**config.mk**
```make
export PLATFORM = sky130hd
export DESIGN_NAME = i2c_scl_timer
export DESIGN_NICKNAME = d
export VERILOG_FILES = /design/src/rtl/i2c_scl_pkg.sv /design/src/rtl/scl_prescaler.sv /design/src/rtl/scl_phase_seq.sv /design/src/rtl/i2c_scl_timer.sv
export SDC_FILE = /design/constraint.sdc
export NUM_CORES = 1
export LEC_CHECK = 0
export BUFFER_PORTS_ARGS = -buffer_cell sky130_fd_sc_hd__buf_2
export CORE_MARGIN = 2
export CORE_UTILIZATION = 49
export CTS_CLUSTER_DIAMETER = 50
export CTS_CLUSTER_SIZE = 40
export DETAILED_ROUTE_END_ITERATION = 10
export PLACE_DENSITY = 0.69
export SLEW_MARGIN = 20
export SYNTH_ARGS = -nofsm -noshare
export SYNTH_HDL_FRONTEND = slang
export SYNTH_SLANG_ARGS = --single-unit
```
**constraint.sdc**
```tcl
create_clock -name clk -period 3.8 [get_ports clk]
set_input_delay 1.14 -clock clk [delete_from_list [all_inputs] [get_ports clk]]
set_output_delay 1.14 -clock clk [all_outputs]
set_load 0.1 [all_outputs]
```
**src/rtl/i2c_scl_pkg.sv**
```systemverilog
package i2c_scl_pkg;
  // Time units that make up one SCL period, split low then high.
  localparam int LOW_UNITS    = 6;
  localparam int HIGH_UNITS   = 4;
  localparam int PERIOD_UNITS = LOW_UNITS + HIGH_UNITS;
  localparam int UNIT_W       = $clog2(PERIOD_UNITS);

  typedef enum logic [1:0] {
    MODE_OFF  = 2'd0,
    MODE_HOLD = 2'd1,
    MODE_RUN  = 2'd2
  } scl_mode_e;
endpackage

```
**src/rtl/scl_prescaler.sv**
```systemverilog
module scl_prescaler #(
  parameter int PW = 7
) (
  input  logic          clk,
  input  logic          rst,
  input  logic          clr,
  input  logic          load,
  input  logic          cnt_en,
  input  logic [PW-1:0] period,
  output logic          wrap
);
  localparam int CW = PW + 1;

  logic [PW-1:0] per_q;
  logic [CW-1:0] cnt;
  logic [CW-1:0] lim;

  // Division by 2*(1+p): the count runs 0 .. 2p+1.
  assign lim  = {per_q, 1'b1};
  assign wrap = cnt_en && (cnt == lim);

  always_ff @(posedge clk) begin
    if (rst) begin
      per_q <= '0;
    end else if (load) begin
      per_q <= period;
    end
  end

  always_ff @(posedge clk) begin
    if (rst || clr) begin
      cnt <= '0;
    end else if (cnt_en) begin
      cnt <= wrap ? '0 : cnt + 1'b1;
    end
  end
endmodule

```
**src/rtl/scl_phase_seq.sv**
```systemverilog
module scl_phase_seq
  import i2c_scl_pkg::*;
(
  input  logic      clk,
  input  logic      rst,
  input  scl_mode_e mode,
  input  logic      hold_hi,
  input  logic      unit,
  output logic      active,
  output logic      starting,
  output logic      last_unit,
  output logic      in_high,
  output logic      scl_drv,
  output logic      tick_rise,
  output logic      tick_fall
);
  logic [UNIT_W-1:0] ucnt;

  assign starting  = (mode == MODE_RUN) && !active;
  assign last_unit = active && (ucnt == UNIT_W'(PERIOD_UNITS - 1));
  assign in_high   = active && (ucnt >= UNIT_W'(LOW_UNITS));

  always_ff @(posedge clk) begin
    if (rst) begin
      active    <= 1'b0;
      ucnt      <= '0;
      scl_drv   <= 1'b1;
      tick_rise <= 1'b0;
      tick_fall <= 1'b0;
    end else begin
      tick_rise <= 1'b0;
      tick_fall <= 1'b0;
      case (mode)
        MODE_OFF: begin
          active  <= 1'b0;
          ucnt    <= '0;
          scl_drv <= 1'b1;
        end
        MODE_HOLD: begin
          active  <= 1'b0;
          ucnt    <= '0;
          scl_drv <= hold_hi;
        end
        default: begin
          if (!active) begin
            active    <= 1'b1;
            ucnt      <= '0;
            scl_drv   <= 1'b0;
            tick_fall <= scl_drv;
          end else if (unit) begin
            if (last_unit) begin
              ucnt      <= '0;
              scl_drv   <= 1'b0;
              tick_fall <= 1'b1;
            end else begin
              ucnt <= ucnt + 1'b1;
              if (ucnt == UNIT_W'(LOW_UNITS - 1)) begin
                scl_drv   <= 1'b1;
                tick_rise <= 1'b1;
              end
            end
          end
        end
      endcase
    end
  end
endmodule

```
**src/rtl/i2c_scl_timer.sv**
```systemverilog
module i2c_scl_timer
  import i2c_scl_pkg::*;
#(
  parameter int PW = 7
) (
  input  logic          clk,
  input  logic          rst,
  input  logic          en,
  input  logic          run,
  input  logic          hold_hi,
  input  logic [PW-1:0] period,
  input  logic          scl_in,
  output logic          scl_drv,
  output logic          tick_rise,
  output logic          tick_fall
);
  scl_mode_e mode;
  logic      active, starting, last_unit, in_high;
  logic      pause, cnt_en, wrap, load;

  always_comb begin
    if (!en)       mode = MODE_OFF;
    else if (!run) mode = MODE_HOLD;
    else           mode = MODE_RUN;
  end

  // A released clock sensed low holds the high-phase count (stretching).
  assign pause  = in_high && !scl_in;
  assign cnt_en = active && !pause;
  assign load   = starting || (wrap && last_unit);

  scl_prescaler #(.PW(PW)) u_pre (
    .clk    (clk),
    .rst    (rst),
    .clr    (!active),
    .load   (load),
    .cnt_en (cnt_en),
    .period (period),
    .wrap   (wrap)
  );

  scl_phase_seq u_seq (
    .clk       (clk),
    .rst       (rst),
    .mode      (mode),
    .hold_hi   (hold_hi),
    .unit      (wrap),
    .active    (active),
    .starting  (starting),
    .last_unit (last_unit),
    .in_high   (in_high),
    .scl_drv   (scl_drv),
    .tick_rise (tick_rise),
    .tick_fall (tick_fall)
  );
endmodule

```
==> impl_metrics.csv, run 1 <==
group,metric,value,unit
outcome,outcome,"complete, no violations",
timing,finalClockSkew,2.78,ps
grt,grt_max_degree,18,
die,die_w,53.9,um
setup_path,r2r_setup_slack,1560,ps
die,boundaryPins,16,
setup_path,r2r-start,"u_seq.ucnt[0]$_SDFFE_PP0N_",
die,dieHeight,53.9,um
grt,grt_pass1_vias,886,
logic_synthesis,synth_flop_cell,"dfxtp_1",
detailed_routing,ant_nets,0,
die,start_util,50.7,%
setup_path,startpoint,"scl_in",
clock_tree,cts_tree,"done",
setup_path,cp_cell_sequence,"buf_2, nand2b_1, o211ai_2, nor3_2, a21oi_1, o31ai_1",
place,dp_hpwl,1590,um
detailed_routing,firstDrtPassIters,4,
cells_and_area,final_layout_size_suffix_gt1_share,19.9,%
place,place_area,1300,um2
cells_and_area,fill_cells,235,
logic_synthesis,syn_inst,132,
cells_and_area,layout_commonest_cell,"dfxtp_1",
cells_and_area,regArea,460,um2
clock_tree,cts_num_sinks,23,
logic_synthesis,synth_seq_cells,23,
detailed_routing,post_drt_wl_per_cell,12.0,um
cells_and_area,final_nets,164,
power,p_per_area,306,nW/um2
setup_path,worstPathArrival,2600,ps
timing,setup_tns,0,ps
clock_tree,cts_hold_buf,0,
setup_path,crit_path_start_kind,"input port",
logic_synthesis,syn_avg_cell_area,9.25,um2
setup_path,crit_path_end,"u_seq.scl_drv$_SDFFE_PP1P_",
cells_and_area,multi_input_area,706,um2
timing,tightest_slew,773,ps
timing,drv_slew,0,
detailed_routing,vias,943,
timing,maxSlewHeadroom,48.2,%
timing,finalCritPeriodShare,62.5,%
power,vdd_drop_max,0.235,mV
clock_tree,clk_latency,310,ps
timing,rsz0062_at_grt,"no",
place,place_congestion,0.794,
logic_synthesis,ys_warn_count,0,
detailed_routing,drc,0,
setup_path,critPathSlowestCell,"nor3_2",
setup_path,crit_fanout,11,
timing,setup_viol,0,
clock_tree,postCtsSetupRepairBufs,0,
worst_hold_path,min_path_type,"flop to flop",
clock_tree,cts-buffers-inserted,3,
clock_tree,root_buffer,"clkbuf_4",
logic_synthesis,synth_edf_count,0,
logic_synthesis,netlist_area,1220,um2
clock_tree,path_clk_slew,120,ps
logic_synthesis,seq_area_frac_synth,37.7,%
detailed_routing,viasPerCell,5.36,
grt,overflow,0,
grt,grt_usage,18.2,%
detailed_routing,drt-total-wl,2110,um
die,dieArea,2910,um2
cells_and_area,final_area,1320,um2
setup_path,critical_path_required,4030,ps
clock_tree,clock_path_buffers,2,
setup_path,rr_endpoint,"u_seq.scl_drv$_SDFFE_PP1P_",
die,core_area,2410,um2
grt,grt_antenna_before_repair,0,
place,port_buffers,15,
logic_synthesis,syn_nets,149,
detailed_routing,dr.first_iter.drc_count,17,
cells_and_area,layout_common_cells,"23 x dfxtp_1, 17 x nand2b_1, 15 x nor2_1, 15 x buf_2",
timing,period_needed,2370,ps
die,rows,18,
clock_tree,cts_resized,0,
setup_path,crit_path_end_kind,"flop",
timing,fmax,421,MHz
setup_path,critical-path-max-stage-delay,680,ps
setup_path,worst_r2r_path_depth,7,
logic_synthesis,synthArstFlopShare,0,%
power,p_leak,0.526,nW
cells_and_area,area_growth,8.40,%
logic_synthesis,synthDistinctLibCells,33,
clock_tree,cts_max_level,1,
grt,grt_pass1_wl,3830,um
setup_path,critPathKind,"input port to flop",
timing,finalHoldViolations,0,
cells_and_area,diodes,0,
run,maxCapViolCount,0,
[stage by stage]
step | hold slack [ps] | instances | total power, W | util [%] | worst slack [ps]
global route | 521 | 176 | 0.000425 | 54.9 | 1250
detailed placement | 483 | 172 | 0.000297 | 53.8 | 1110
finish | 497 | 176 | 0.000405 | 54.9 | 1430
CTS | 503 | 176 | 0.000411 | 54.9 | 1440
floorplan | 464 | 132 | 0.000285 | - | 1610
global placement | 478 | 172 | 0.000297 | 53.8 | 1190
[metal layers]
layer / GRT usage [%] / vias to the layer above / wire length (um)
met5: 0 / - / 0
met1: 24.2 / 449 / 1040
li1: - / 475 / -
met3: 2.50 / 2 / 73
met4: 6.41 / 0 / 13
met2: 29.9 / 17 / 978
[synthesized netlist by cell type, types with 3 or more instances]
cell type | instances | area, um2
nand2b_1 | 17 | 106
a21oi_1 | 4 | 20.0
dfxtp_1 | 23 | 460
nor2_1 | 15 | 56.3
nand4_1 | 8 | 50.1
ha_1 | 4 | 50.1
xor2_1 | 5 | 43.8
clkbuf_1 | 3 | 11.3
nand2_1 | 3 | 11.3
xnor2_1 | 9 | 78.8
mux2i_1 | 9 | 90.1
inv_1 | 5 | 18.8
[worst max-delay path, delay by kind of cell]
family                 cells  cell delay [ps]
AO/OA/AOI/OAI              3              550
buffers and inverters      1              100
AND/OR/NAND/NOR            2              820
[layout make-up]
type                    count  share of cell area [%]
well taps                  30                    2.84
flip-flops and latches     23                    34.8
inverters                   5                    1.42
clock buffers               4                    1.98
repair buffers             15                    5.67
multi-input cells          99                    53.3
[registers in the layout, summed over array words and instances, names as in the netlist]
register and cells:
u_pre.cnt 8, u_seq.tick_fall 1, u_seq.ucnt 4, u_pre.per_q 7
u_seq.tick_rise 1, u_seq.scl_drv 1, u_seq.active 1
[how the worst min path moves through the flow]
stage	startpoint	endpoint	slack, ps	depth (start not counted)
global route	u_pre.per_q[5]$_SDFFE_PP0P_	u_pre.per_q[5]$_SDFFE_PP0P_	520	2
floorplan	u_pre.per_q[6]$_SDFFE_PP0P_	u_pre.per_q[6]$_SDFFE_PP0P_	460	2
detailed placement	u_pre.per_q[3]$_SDFFE_PP0P_	u_pre.per_q[3]$_SDFFE_PP0P_	480	2
finish	u_pre.per_q[3]$_SDFFE_PP0P_	u_pre.per_q[3]$_SDFFE_PP0P_	500	2
global placement	u_pre.per_q[4]$_SDFFE_PP0P_	u_pre.per_q[4]$_SDFFE_PP0P_	480	2
CTS	u_pre.per_q[3]$_SDFFE_PP0P_	u_pre.per_q[3]$_SDFFE_PP0P_	500	2
[kinds of logic (layout without fill, tap and decap cells)]
family | after synthesis | in the layout | share of synthesized area (%)
flops | 23 | 23 | 37.7
compound gates | 15 | 15 | 9.94
buf+inv | 10 | 24 | 4.51
simple gates | 57 | 57 | 26.3
mux | 9 | 9 | 7.38
fa+ha+maj | 4 | 4 | 4.10
xor+xnor | 14 | 14 | 10.0
[power breakdown]
group / switching [W] / internal [W]
sequential: 0.00000485 / 0.000247
combinational: 0.0000217 / 0.0000184
clock: 0.0000727 / 0.0000410
total: 0.0000993 / 0.000306
No activity file was read; power rests on OpenSTA's default activity.
==> inputs of run 2 (changes only) <==
PLACE_DENSITY = 0.72   (was 0.69)
clock period = 2.1 ns   (was 3.8 ns; I/O delays follow)
==> run 2 against run 1 <==
- sequential power rose by 81%
- final cell count is 0.57% higher
- critical path type is now flop to flop
- largest power group unchanged
- first-iteration DRC count down 5.9%
- wire length decreased by 5.4%
- non-clock buffer count increased by 1
- clock skew fell by 1.3 ps
==> impl_metrics.csv, run 2 (synthesis results as in run 1) <==
group,metric,value,unit
clock_tree,root_buffer,"clkbuf_4",
die,boundaryPins,16,
grt,overflow,0,
cells_and_area,layout_commonest_cell,"dfxtp_1",
grt,grt_max_degree,18,
clock_tree,cts_num_sinks,23,
detailed_routing,drt-total-wl,2000,um
cells_and_area,final_layout_size_suffix_gt1_share,20.4,%
grt,grt_usage,16.9,%
power,p_per_area,552,nW/um2
timing,finalCritPeriodShare,87.5,%
worst_hold_path,hold_depth,2,
detailed_routing,post_drt_wl_per_cell,11.3,um
place,placed_cells,173,
cells_and_area,top_register,"u_pre.cnt",
clock_tree,cts_resized,0,
timing,maxSlewHeadroom,67.9,%
setup_path,crit_fanout,11,
timing,fmax,544,MHz
grt,grt_pass1_vias,796,
timing,period_needed,1840,ps
setup_path,critical_path_required,2330,ps
die,start_util,50.7,%
cells_and_area,largest_reg_flops,8,
run,maxCapViolCount,0,
power,vdd_drop_max,0.383,mV
die,dieHeight,53.9,um
timing,tightest_slew,485,ps
outcome,outcome,"complete, no violations",
grt,grt_pass1_wl,3570,um
cells_and_area,diodes,0,
grt,grt_antenna_before_repair,0,
clock_tree,cts-buffers-inserted,3,
detailed_routing,vias,923,
clock_tree,clk_latency,310,ps
setup_path,worstPathArrival,2070,ps
clock_tree,cts_hold_buf,0,
die,core_area,2410,um2
clock_tree,path_clk_slew,120,ps
timing,rsz0062_at_grt,"no",
die,dieArea,2910,um2
cells_and_area,top_regs,"u_pre.cnt x8, u_pre.per_q x7, u_seq.ucnt x4",
clock_tree,cts_max_level,1,
worst_hold_path,min_path_type,"flop to flop",
cells_and_area,instances_no_fill,177,
timing,finalHoldViolations,0,
timing,setup_viol,0,
detailed_routing,drc,0,
timing,setup_tns,0,ps
clock_tree,postCtsSetupRepairBufs,0,
cells_and_area,layout_common_cells,"23 x dfxtp_1, 17 x nand2b_1, 15 x nor2_1, 15 x buf_2",
cells_and_area,fin_util,55.2,%
place,post-place-ws,139,ps
timing,timing.final.ws_setup,263,ps
clock_tree,clock_path_buffers,2,
detailed_routing,dr.first_iter.drc_count,16,
detailed_routing,viasPerCell,5.21,
power,p_leak,0.531,nW
detailed_routing,ant_nets,0,
cells_and_area,final_nets,165,
timing,drv_slew,0,
clock_tree,cts_tree,"done",
cells_and_area,area_growth,9.02,%
place,place_congestion,0.802,
die,die_w,53.9,um
place,port_buffers,15,
setup_path,crit_path_end_kind,"flop",
setup_path,critPathKind,"flop to flop",
setup_path,worst_r2r_path_depth,8,
setup_path,crit_path_start_kind,"flop",
timing,finalClockSkew,1.50,ps
cells_and_area,fill_cells,222,
die,rows,18,
place,dp_hpwl,1490,um
detailed_routing,firstDrtPassIters,4,
==> run 2: worst max-delay path, stage by stage, from the launching register on <==
cell and delay, ps:
dfxtp_1 460, inv_1 70, ha_1 190, nor2_1 200, o211ai_2 140, nor3_2 180, buf_4 200, a21oi_1 90
o31ai_1 230
==> run 2: report_power, final <==
group / internal (W) / leakage, nW / switching [W]
Sequential: 0.000446 / 0.187 / 0.00000868
Combinational: 0.0000333 / 0.330 / 0.0000394
Clock: 0.0000743 / 0.0150 / 0.000132
Total: 0.000554 / 0.531 / 0.000180
==> run 2: final timing paths <==
check	start	to	slack (ps)
setup / recovery	u_seq.ucnt[0]$_SDFFE_PP0N_	u_seq.scl_drv$_SDFFE_PP1P_	260
hold / removal	u_pre.per_q[6]$_SDFFE_PP0P_	u_pre.per_q[6]$_SDFFE_PP0P_	500
setup reg to reg	u_seq.ucnt[0]$_SDFFE_PP0N_	u_seq.scl_drv$_SDFFE_PP1P_	260
hold reg to reg	u_pre.per_q[6]$_SDFFE_PP0P_	u_pre.per_q[6]$_SDFFE_PP0P_	500
==> run 2: layer usage <==
layer	vias to the layer above	share of wire (%)	global-route usage, %
met2	16	44	24.8
met1	418	50	23.9
met3	5	3.6	3.33
li1	484	-	-
met4	0	2.1	7.69
met5	-	0	0
==> run 2: cell type report <==
cell class                 instances  area [um2]  share of cell area, %
clock buffer                       4        26.3                   1.97
sequential                        23         460                   34.6
multi-input combinational         99         706                   53.0
inverter                           5        18.8                   1.41
timing repair buffer              16        82.6                   6.20
tap                               30        37.5                   2.82
==> run 2: per-stage QoR <==
stage / power (W) / hold slack [ps] / instance area (um2)
2_1_floorplan: 0.000516 / 464 / 1220
3_3_place_gp: 0.000536 / 479 / 1310
3_5_place_dp: 0.000538 / 487 / 1310
4_1_cts: 0.000746 / 506 / 1330
5_1_grt: 0.000770 / 532 / 1330
6_report: 0.000734 / 501 / 1330
==> inputs of run 3 (changes only) <==
CTS_BUF_LIST = sky130_fd_sc_hd__clkbuf_4   (was default)
PLACE_DENSITY = 0.73   (was 0.72)
SYNTH_HIERARCHICAL = 1   (was default)
==> run 3 against run 2 <==
- area after synthesis shrank 7.2%
- via count fell by 2.4%
- clock skew grew 5.4 ps
- highest routed layer unchanged
==> impl_metrics.csv, run 3 <==
group,metric,value,unit
outcome,outcome,"complete, no violations",
die,die_w,52.1,um
detailed_routing,dr.first_iter.drc_count,6,
timing,rsz0062_at_grt,"yes",
logic_synthesis,syn_nets,139,
power,p_comb_share,10.9,%
die,core_area,2190,um2
clock_tree,cts_max_level,1,
cells_and_area,final_area,1370,um2
logic_synthesis,syn_inst,122,
setup_path,r2r_setup_slack,70,ps
cells_and_area,instances_no_fill,174,
logic_synthesis,netlist.area_leader.share,40.6,%
clock_tree,root_buffer,"clkbuf_4",
cells_and_area,top_regs,"u_pre/cnt x8, u_pre/per_q x7, u_seq/ucnt x4",
grt,grt_usage,18.1,%
power,p_int,0.000566,W
timing,finalCritPeriodShare,96.6,%
timing,drv_slew,0,
power,clkPwrFrac,28.7,%
place,place_area,1320,um2
detailed_routing,ant_nets,0,
place,port_buffers,15,
power,p_seq_share,60.4,%
logic_synthesis,synth.area.top_cells,"dfxtp_1 41%, xnor2_1 7.7%, mux2i_1 7.1%",
clock_tree,cts_hold_buf,0,
cells_and_area,area_growth,21.1,%
clock_tree,cts_num_sinks,23,
timing,setup_viol,0,
setup_path,worst_r2r_path_depth,10,
worst_hold_path,hold_depth,2,
timing,hold_slack,536,ps
logic_synthesis,synth_commonest_cells,"23 x dfxtp_1, 18 x nor2_1, 10 x xnor2_1, 8 x mux2i_1",
setup_path,path_common_cell,"o21a_1",
clock_tree,path_clk_slew,130,ps
logic_synthesis,synth_largest_area_cell,"dfxtp_1",
logic_synthesis,syn_avg_cell_area,9.29,um2
detailed_routing,drt-total-wl,2130,um
logic_synthesis,synthArstFlopShare,0,%
worst_hold_path,whs_endpoint,"u_pre/per_q[2]$_SDFFE_PP0P_",
setup_path,critical-path-max-stage-delay,350,ps
grt,grt_max_degree,13,
grt,grt_antenna_before_repair,0,
place,place_congestion,0.776,
cells_and_area,top_register,"u_pre/cnt",
power,p_sw_share,24.4,%
setup_path,critical_path_required,2300,ps
power,vdd_drop_max,0.392,mV
cells_and_area,layout_commonest_cell,"dfxtp_1",
run,maxCapViolCount,0,
clock_tree,clk_latency,300,ps
logic_synthesis,synth_edf_count,0,
detailed_routing,drc,0,
grt,grt_pass1_vias,898,
detailed_routing,firstDrtPassIters,4,
timing,maxSlewHeadroom,68.0,%
grt,grt_pass1_wl,3640,um
power,p_per_area,545,nW/um2
cells_and_area,final_layout_size_suffix_gt1_share,26.7,%
cells_and_area,largest_reg_flops,8,
die,start_util,51.7,%
logic_synthesis,ys_warn_count,6,
grt,overflow,0,
clock_tree,cts-buffers-inserted,3,
die,boundaryPins,16,
setup_path,critPathSlowestCell,"dfxtp_2",
detailed_routing,post_drt_wl_per_cell,12.2,um
clock_tree,cts_tree,"done",
logic_synthesis,seq_area_frac_synth,40.6,%
power,p_leak,0.522,nW
worst_hold_path,min_path_type,"flop to flop",
timing,finalHoldViolations,0,
setup_path,r2r-start,"u_seq/ucnt[0]$_SDFFE_PP0P_",
setup_path,crit_path_end_kind,"flop",
clock_tree,clock_path_buffers,2,
logic_synthesis,netlist_area,1130,um2
setup_path,crit_fanout,4,
cells_and_area,fill_cells,184,
timing,finalClockSkew,6.85,ps
logic_synthesis,synthDistinctLibCells,32,
die,dieHeight,52.1,um
logic_synthesis,synth_flop_cell,"dfxtp_1",
cells_and_area,layout_common_cells,"22 x dfxtp_1, 18 x nor2_1, 15 x buf_2",
setup_path,crit_path_start_kind,"flop",
cells_and_area,final_nets,164,
cells_and_area,multi_input_area,664,um2
cells_and_area,regArea,462,um2
timing,fmax,493,MHz
die,rows,17,
timing,period_needed,2030,ps
timing,setup_tns,0,ps
logic_synthesis,synth.most_common_cell,"dfxtp_1",
setup_path,cp_cell_sequence,"inv_2, ha_4, o21a_1, o21a_1, a21oi_2, nand3_4, nor3_4, nand4b_1, o2111a_1, or3_1",
die,dieArea,2710,um2
logic_synthesis,synth_seq_cells,23,
detailed_routing,vias,901,
place,dp_hpwl,1570,um
detailed_routing,viasPerCell,5.18,
timing,tightest_slew,483,ps
power,p_sw,0.000182,W
cells_and_area,diodes,0,
place,placed_cells,168,
setup_path,critPathKind,"flop to flop",
setup_path,rr_endpoint,"u_seq/scl_drv$_SDFFE_PP1P_",
setup_path,worstPathArrival,2220,ps
worst_hold_path,min_from,"u_pre/per_q[2]$_SDFFE_PP0P_",
## run 3: cell count changes after synthesis, moves of 2 or more
| cell | change |
|---|---|
| nand2b_1 | -14 |
| buf_2 | +3 |
| clkbuf_1 | -3 |
| nand4_1 | -3 |
| nor2_1 | +3 |
| a31o_2 | -2 |
| and2_1 | +2 |
| and3_1 | -2 |
| nand2_1 | +2 |
| nand3_1 | +2 |
| nand4b_1 | +2 |
| or2_2 | -2 |
## run 3: power by group through the flow
| stage | clock network (W) | registers (W) | logic (W) |
|---|---|---|---|
| global route | 0.000241 | 0.000453 | 0.0000900 |
| detailed placement | 0 | 0.000462 | 0.0000821 |
| finish | 0.000215 | 0.000452 | 0.0000818 |
| floorplan | 0 | 0.000473 | 0.0000486 |
| global placement | 0 | 0.000461 | 0.0000804 |
| CTS | 0.000226 | 0.000452 | 0.0000832 |
## run 3: layout make-up
| cell class | count | area share [%] |
|---|---|---|
| repair buffers | 24 | 11.3 |
| clock buffers | 4 | 2.19 |
| multi-input cells | 88 | 48.4 |
| flip-flops and latches | 23 | 33.6 |
| inverters | 7 | 1.91 |
| well taps | 28 | 2.55 |
## run 3: cell families after synthesis
kind of cell,share of synthesized area (%)
flops,40.6
simple gates,23.2
compound gates,8.39
fa+ha+maj,4.42
mux,7.06
buf+inv,3.97
xor+xnor,12.4
## run 3: worst max-delay path, delay by kind of cell (launching register included)
kind	cells	cell delay, ps
simple gates	4	720
compound gates	4	660
flops	1	350
fa+ha+maj	1	140
buf+inv	1	50
## run 3: per-stage QoR
step	total power [W]	util (%)	worst slack (ps)
after floorplan	0.000521	-	-108
after global placement	0.000542	60.0	77.8
after detailed placement	0.000544	60.0	-4.11
after CTS	0.000761	62.2	-12.1
after global routing	0.000784	62.6	-97.7
final	0.000748	62.6	72.4
## run 3: worst max path at each step
stage / startpoint / endpoint / slack (ps) / cells after the start
after floorplan: u_seq/ucnt[0]$_SDFFE_PP0P_ / u_seq/scl_drv$_SDFFE_PP1P_ / -110 / 11
after global placement: u_seq/ucnt[0]$_SDFFE_PP0P_ / u_seq/scl_drv$_SDFFE_PP1P_ / 80 / 10
after detailed placement: u_seq/ucnt[0]$_SDFFE_PP0P_ / u_seq/scl_drv$_SDFFE_PP1P_ / -4 / 10
after CTS: u_seq/ucnt[0]$_SDFFE_PP0P_ / u_seq/scl_drv$_SDFFE_PP1P_ / -10 / 10
after global routing: u_seq/ucnt[0]$_SDFFE_PP0P_ / u_pre/per_q[6]$_SDFFE_PP0P_ / -100 / 11
final: u_seq/ucnt[0]$_SDFFE_PP0P_ / u_seq/scl_drv$_SDFFE_PP1P_ / 70 / 10
## run 3: timing repair
action | in CTS | in global routing
setup endpoints to repair | 1 | 17
resized for setup | 2 | 1
pin swaps | 5 | 17
buffers inserted | 2 | 1
## run 3: metal layers
metal | vias up | global-route usage, % | share of wire, %
met5 | - | 0 | 0
met4 | 0 | 7.46 | 0.56
met3 | 2 | 2.87 | 2.3
met2 | 12 | 33.3 | 52
met1 | 426 | 20.4 | 45
li1 | 461 | - | -
